[config.mk]
export PLATFORM = sky130hd
export DESIGN_NAME = vsync_halfline_gen
export DESIGN_NICKNAME = d
export VERILOG_FILES = /design/src/rtl/vsg_pkg.sv /design/src/rtl/vsg_shadow_regs.sv /design/src/rtl/vsg_halfline_counter.sv /design/src/rtl/vsg_sync_shaper.sv /design/src/rtl/vsg_output_stage.sv /design/src/rtl/vsync_halfline_gen.sv
export SDC_FILE = /design/constraint.sdc
export NUM_CORES = 1
export LEC_CHECK = 0
export BUFFER_PORTS_ARGS = -buffer_cell sky130_fd_sc_hd__buf_2
export CAP_MARGIN = 20
export CELL_PAD_IN_SITES_DETAIL_PLACEMENT = 1
export CELL_PAD_IN_SITES_GLOBAL_PLACEMENT = 2
export CORE_MARGIN = 3
export CORE_UTILIZATION = 31
export DETAILED_ROUTE_END_ITERATION = 10
export HOLD_SLACK_MARGIN = 0.12
export PLACE_DENSITY = 0.77
export SKIP_LAST_GASP = 1
export SYNTH_ARGS = -nofsm -noshare
export SYNTH_HDL_FRONTEND = slang
export SYNTH_SLANG_ARGS = --single-unit
export TNS_END_PERCENT = 30
[constraint.sdc]
create_clock -name clk -period 2.3 [get_ports clk]
set_clock_uncertainty 0.2 [all_clocks]
set_input_delay 0.23 -clock clk [delete_from_list [all_inputs] [get_ports clk]]
set_output_delay 0.23 -clock clk [all_outputs]
set_load 0.05 [all_outputs]
[src/rtl/vsg_pkg.sv]
package vsg_pkg;

  typedef enum logic {
    LVL_ACTIVE_LOW  = 1'b0,
    LVL_ACTIVE_HIGH = 1'b1
  } vs_level_e;

  // Pin level for a given pulse state under a given active level
  function automatic logic pin_level(vs_level_e lvl, logic pulse);
    return (lvl == LVL_ACTIVE_HIGH) ? pulse : ~pulse;
  endfunction

  // Resting level of the pin for a given active level
  function automatic logic idle_level(vs_level_e lvl);
    return (lvl == LVL_ACTIVE_HIGH) ? 1'b0 : 1'b1;
  endfunction

endpackage

[src/rtl/vsg_shadow_regs.sv]
module vsg_shadow_regs #(
  parameter int CNT_W  = 12,
  parameter int SYNC_W = 5
) (
  input  logic              clk,
  input  logic              rst,
  input  logic              load,
  input  logic [CNT_W-1:0]  cfg_frame_len,
  input  logic [SYNC_W-1:0] cfg_sync_len,
  output logic [CNT_W-1:0]  flen_q,
  output logic [SYNC_W-1:0] sync_q
);

  // Lengths follow the inputs during reset and at frame wraps only
  always_ff @(posedge clk) begin
    if (rst || load) begin
      flen_q <= cfg_frame_len;
      sync_q <= cfg_sync_len;
    end
  end

endmodule

[src/rtl/vsg_halfline_counter.sv]
module vsg_halfline_counter #(
  parameter int CNT_W = 12
) (
  input  logic             clk,
  input  logic             rst,
  input  logic             half_tick,
  input  logic [CNT_W-1:0] frame_len,
  output logic [CNT_W-1:0] count,
  output logic             wrap,
  output logic             frame_start
);

  localparam logic [CNT_W-1:0] ONE = CNT_W'(1);

  assign wrap = half_tick && (count == frame_len);

  always_ff @(posedge clk) begin
    if (rst) begin
      count       <= '0;
      frame_start <= 1'b0;
    end else begin
      frame_start <= wrap;
      if (half_tick) begin
        count <= wrap ? '0 : count + ONE;
      end
    end
  end

endmodule

[src/rtl/vsg_sync_shaper.sv]
module vsg_sync_shaper #(
  parameter int CNT_W  = 12,
  parameter int SYNC_W = 5
) (
  input  logic              clk,
  input  logic              rst,
  input  logic              half_tick,
  input  logic              wrap,
  input  logic [CNT_W-1:0]  count,
  input  logic [SYNC_W-1:0] sync_len,
  output logic              sync_active
);

  localparam int EXT_W = CNT_W + 1;

  logic             armed;
  logic [EXT_W-1:0] next_pos;
  logic [EXT_W-1:0] sync_ext;

  assign next_pos = {1'b0, count} + EXT_W'(1);
  assign sync_ext = EXT_W'(sync_len);

  // The pulse begins at every wrap; the first one comes only after reset
  always_ff @(posedge clk) begin
    if (rst) begin
      armed       <= 1'b0;
      sync_active <= 1'b0;
    end else if (wrap) begin
      armed       <= 1'b1;
      sync_active <= 1'b1;
    end else if (half_tick) begin
      sync_active <= armed && (next_pos <= sync_ext);
    end
  end

endmodule

[src/rtl/vsg_output_stage.sv]
module vsg_output_stage
  import vsg_pkg::*;
(
  input  logic sync_active,
  input  logic cfg_pol_high,
  input  logic cfg_internal,
  input  logic cfg_out_en,
  output logic vsync_out
);

  vs_level_e lvl;

  // Polarity counts only in internal crystal timing
  assign lvl       = (cfg_internal && cfg_pol_high) ? LVL_ACTIVE_HIGH : LVL_ACTIVE_LOW;
  assign vsync_out = cfg_out_en ? pin_level(lvl, sync_active) : idle_level(lvl);

endmodule

[src/rtl/vsync_halfline_gen.sv]
module vsync_halfline_gen #(
  parameter int CNT_W  = 12,
  parameter int SYNC_W = 5
) (
  input  logic              clk,
  input  logic              rst,
  input  logic              half_tick,
  input  logic [CNT_W-1:0]  cfg_frame_len,
  input  logic [SYNC_W-1:0] cfg_sync_len,
  input  logic              cfg_pol_high,
  input  logic              cfg_internal,
  input  logic              cfg_out_en,
  output logic              vsync_out,
  output logic              sync_active,
  output logic              frame_start,
  output logic [CNT_W-1:0]  halfline_cnt
);

  logic [CNT_W-1:0]  flen_q;
  logic [SYNC_W-1:0] sync_q;
  logic              wrap;

  vsg_shadow_regs #(.CNT_W(CNT_W), .SYNC_W(SYNC_W)) u_shadow (
    .clk           (clk),
    .rst           (rst),
    .load          (wrap),
    .cfg_frame_len (cfg_frame_len),
    .cfg_sync_len  (cfg_sync_len),
    .flen_q        (flen_q),
    .sync_q        (sync_q)
  );

  vsg_halfline_counter #(.CNT_W(CNT_W)) u_counter (
    .clk         (clk),
    .rst         (rst),
    .half_tick   (half_tick),
    .frame_len   (flen_q),
    .count       (halfline_cnt),
    .wrap        (wrap),
    .frame_start (frame_start)
  );

  vsg_sync_shaper #(.CNT_W(CNT_W), .SYNC_W(SYNC_W)) u_shaper (
    .clk         (clk),
    .rst         (rst),
    .half_tick   (half_tick),
    .wrap        (wrap),
    .count       (halfline_cnt),
    .sync_len    (sync_q),
    .sync_active (sync_active)
  );

  vsg_output_stage u_out (
    .sync_active  (sync_active),
    .cfg_pol_high (cfg_pol_high),
    .cfg_internal (cfg_internal),
    .cfg_out_en   (cfg_out_en),
    .vsync_out    (vsync_out)
  );

endmodule

## Word-level counts from Yosys, hierarchy flattened

Index checks and enable logic that the tools add are counted.

| word-level totals | value |
|---|---|
| register bits after elaboration | 32 |
| input bits | 23 |
| output and inout port bits | 15 |
| logic and storage cells | 23 |

| operators by class | value |
|---|---|
| add/sub/neg operators | 2 |
| magnitude comparators | 1 |
| eq/ne operators | 1 |
| mux-type cells | 7 |
| bitwise logic cells | 1 |
| reduce and logical (&&, ||, !) cells | 5 |

Operators with widths:

| cell | number |
|---|---|
| adder 12 x 1 -> 13 bit (second input constant) | 1 |
| less-or-equal comparator 13 x 5 -> 1 bit | 1 |
| adder 12 x 1 -> 12 bit (second input constant) | 1 |
| equality test 12 bit | 1 |
| two-way mux 12 bit | 1 |
| two-way mux 1 bit | 6 |
| logical AND 1 bit | 3 |
| nonzero test 2 bit | 1 |
| logical OR 1 bit | 1 |
| NOT 1 bit | 1 |

## Logic depth before layout (Yosys ltp)

| logic depth | value |
|---|---|
| depth after elaboration | 5 |
| mapped depth | 8 |
| mapped depth without buffers | 8 |

## Hierarchy

From an unflattened synthesis, not the netlist that was laid out.

| second synthesis, totals | value |
|---|---|
| cell total of the unflattened synthesis | 148 |
| area total of the unflattened synthesis | 1,652.8 µm² |

By module, submodules not included:

| module | instances | cells an instance | area an instance (µm²) | seq. area each (µm²) |
|---|---|---|---|---|
| vsg_halfline_counter | 1 | 77 | 714.4 | 260.2 |
| vsg_shadow_regs | 1 | 18 | 516.7 | 510.5 |
| vsg_sync_shaper | 1 | 50 | 405.4 | 40.0 |
| vsg_output_stage | 1 | 3 | 16.3 | 0.0 |

## Least setup slack after synthesis

OpenSTA, ideal clock, no wires.

| timing | value |
|---|---|
| kind | register to register |
| start point | reg u_counter.count[3] |
| end point | reg u_shadow.flen_q[0], enable pin |
| library setup time | 0.374 ns |
| arrival time | 2.174 ns |
| path slack | -0.448 ns |
| stages on the path, launching flop included | 7 |
| period minus slack after synthesis | 2.748 ns |
| cells stage by stage | dfxtp_1 buf_6 xnor2_2 nand3_1 or4_4 buf_6 or2b_1 |

| on the way | value |
|---|---|
| word-level cells in the longest chain between the ends | 3 |

Ends and longest elaborated chain:

| item | line | RTL |
|---|---|---|
| start, declared | vsg_halfline_counter.sv:8 | `output logic [CNT_W-1:0] count,` |
| start signal, assigned | vsg_halfline_counter.sv:24 | `count <= wrap ? '0 : count + ONE;` |
| equality test 12 bit | vsg_halfline_counter.sv:15 | `assign wrap = half_tick && (count == frame_len);` |
| logical AND 1 bit | vsg_halfline_counter.sv:15 |  |
| logical OR 1 bit | vsg_shadow_regs.sv:16 | `if (rst \|\| load) begin` |
| end signal, assigned | vsg_shadow_regs.sv:17 | `flen_q <= cfg_frame_len;` |
| end, declared | vsg_shadow_regs.sv:10 | `output logic [CNT_W-1:0] flen_q,` |

Every way passes these cells.
A chain may end at the register's enable or synchronous reset.

## Worst setup path after layout

| timing | value |
|---|---|
| start point | reg u_counter.count[0] |
| end point | reg u_shadow.flen_q[5], enable pin |

The elaborated chain is that of the path after synthesis.

==> flow_summary.json <==
{
  "outcome": "finished, final reports clean",
  "hold_viol_final": 0,
  "startpoint_type": "register",
  "ctsHtreeMaxLevel": 2,
  "dp_cells": 264,
  "synthArstFlopShare_pct": 0,
  "cts_buffers": 5,
  "maxSlewHeadroom_pct": 74.8,
  "power_mw": 1.24,
  "syn2layout_area_growth_pct": 34.3,
  "ios": 38,
  "timing.final.crit_share_pct": 97.8,
  "ir_drop_uv": 388,
  "fin_cells": 293,
  "grt_usage_pct": 14.1,
  "rsz0062_at_grt": "true",
  "dp_hpwl_mm": 2.97,
  "syn_area_um2": 1760,
  "min_path_type": "in2reg",
  "vias": 1415,
  "cap_violations": 0,
  "worstPathArrival_ps": 2020,
  "setup_ws_ps": 50.9,
  "worstHoldStart": "half_tick",
  "grt_max_degree": 26,
  "initial_core_util_pct": 33.3,
  "fillers": 595,
  "leakagePower_nw": 0.898,
  "die_width_um": 81.4,
  "core_area_um2": 5300,
  "p_switching_uw": 315,
  "worst_slew_pin_slew_ps": 376,
  "ys_warn_count": 0,
  "finalWirelength_mm": 4.45,
  "period_minus_slack_ps": 2250,
  "route.detailed.drc": 0,
  "path_max_fanout": 18,
  "drtAntennaViolNets": 0,
  "placed_area_um2": 2000,
  "cp-end-kind": "register",
  "root_buffer": "clkbuf_8",
  "cts_tree": "done",
  "design_area_um2": 2370,
  "yosysTopAreaCellShare_pct": 28.9,
  "cts_sinks": 32,
  "pwr-share-seq_pct": 52.3,
  "p_comb_share_pct": 13.9,
  "drive_gt1_share_pct": 39.0,
  "worstSetupPathType": "reg2reg",
  "antenna_found_initial": 0,
  "yosysTopAreaCell": "edfxtp_1",
  "p_per_area_nw_per_um2": 522,
  "seq_area_frac_synth_pct": 46.0,
  "cp_data_required_time_ps": 2070,
  "overflow": 0,
  "power.internal_uw": 922,
  "grt_pass1_vias": 1445,
  "crit_start": "u_counter.count[0]",
  "place.gp.congestion": 0.711,
  "rows": 26,
  "vias_per_cell": 4.83,
  "num-nets-final": 251,
  "grt_pass1_wl_mm": 6.96,
  "pwr-share-clk_pct": 33.8,
  "ys_ff_latch": 32,
  "synth.avg_cell_area_um2": 10.8,
  "post-place-ws_ps": -40.2,
  "synthTopCellsByCount": "17 x edfxtp_1, 15 x dfxtp_1, 15 x xnor2_1",
  "setup_viol": 0,
  "synth_area_leaders": "edfxtp_1 29%, dfxtp_1 17%, xnor2_1 7.4%",
  "synth_edf_count": 17,
  "detail_route.wl_per_cell_um": 15.2,
  "yosys_most_used_dff": "edfxtp_1",
  "clk_latency_ps": 290,
  "r2r_start": "u_counter.count[0]",
  "clk_pin_slew_ps": 70,
  "portBuffers": 37,
  "die_h_um": 81.4,
  "cts_buffer_depth": 2,
  "switching_share_pct": 25.5,
  "drtIter0Drc": 44,
  "die-area_um2": 6630,
  "slew_viol_final": 0,
  "yosysUniqueCellTypes": 39,
  "synth_cells": 163,
  "max_freq_ghz": 0.445,
  "first_pass_iters": 4,
  "synth_nets": 192,
  "synth.most_common_cell": "edfxtp_1",
  "diodes": 0
}
cell families (layout without fill, tap and decap cells):
| group | count (synthesis) | in the layout | share of synthesized area (%) |
|---|---|---|---|
| adders and majority gates | 6 | 6 | 4.26 |
| AOI/OAI and AO/OA | 26 | 26 | 9.65 |
| DFF | 32 | 32 | 46.0 |
| and+or+nand+nor | 61 | 61 | 21.8 |
| xor gates and xnor gates | 21 | 21 | 11.3 |
| buffers and inverters | 17 | 77 | 7.09 |
power groups by stage:
stage | clock network (mW) | registers, mW | logic [mW]
detailed placement | 0 | 0.660 | 0.132
floorplan | 0 | 0.668 | 0.0743
CTS | 0.433 | 0.648 | 0.156
global route | 0.465 | 0.651 | 0.188
finish | 0.419 | 0.647 | 0.172
global placement | 0 | 0.658 | 0.127
repair_timing:
item / CTS / global route
gates resized for setup: 1 / 11
endpoints found under the setup margin: 1 / 1
hold endpoints to repair: 19 / 0
buffers inserted: 0 / 3
hold buffers: 18 / 0
pin swaps: 0 / 6
worst max-delay path, stage by stage (launching register included):
cell and delay, ps:
dfxtp_4 370, buf_4 140, xnor2_1 210, nand4_1 120, or4_4 520, or2b_4 370
layout by cell type (no fill, tap or decap), types with 6 or more instances in the layout:
cell type / instances
buf_4: 7
dfxtp_2: 6
a31oi_1: 6
nor2_1: 9
xnor2_1: 14
nand2_1: 6
inv_1: 6
dlygate4sd3_1: 18
dfxtp_4: 6
a21oi_1: 9
edfxtp_1: 17
buf_2: 37
nand2b_1: 10
stage by stage:
stage          hold WS, ps  setup TNS, ps  util (%)
6_report               264              0      44.7
5_1_grt                277           -644      44.7
4_1_cts                256              0      42.7
3_5_place_dp           209          -40.2      37.8
3_3_place_gp           206              0      37.8
2_1_floorplan         89.7              0         -
layer usage:
layer / vias up / track usage (%) / wire [um] / part of all wire, %
met1: 677 / 17.4 / 1980 / 45
met3: 6 / 3.29 / 205 / 4.6
met5: - / 0 / 0 / 0
li1: 695 / - / - / -
met4: 0 / 5.07 / 53 / 1.2
met2: 37 / 23.9 / 2210 / 50
final timing paths:
| kind | endpoint | slack [ps] | depth (start not counted) |
|---|---|---|---|
| setup / recovery | u_shadow.flen_q[5] | 50 | 5 |
| hold / removal | u_counter.count[3] | 260 | 4 |
| setup reg to reg | u_shadow.flen_q[5] | 50 | 5 |
| hold reg to reg | u_shaper.armed | 320 | 2 |
layout make-up:
class	count	area, um2	area share [%]
Clock buffer	5	68.8	2.90
Clock inverter	3	13.8	0.581
Inverter	7	26.3	1.11
Multi-Input combinational cell	114	915	38.6
Sequential cell	32	841	35.5
Tap cell	70	87.6	3.70
Timing Repair Buffer	62	418	17.6
registers in the layout, indices dropped and copies added (netlist names):
| signal | flops |
|---|---|
| u_counter.count | 12 |
| u_shadow.sync_q | 5 |
| u_shadow.flen_q | 12 |
| u_shaper.sync_active | 1 |
| u_shaper.armed | 1 |
| u_counter.frame_start | 1 |
(Power assumes the default switching activity.)
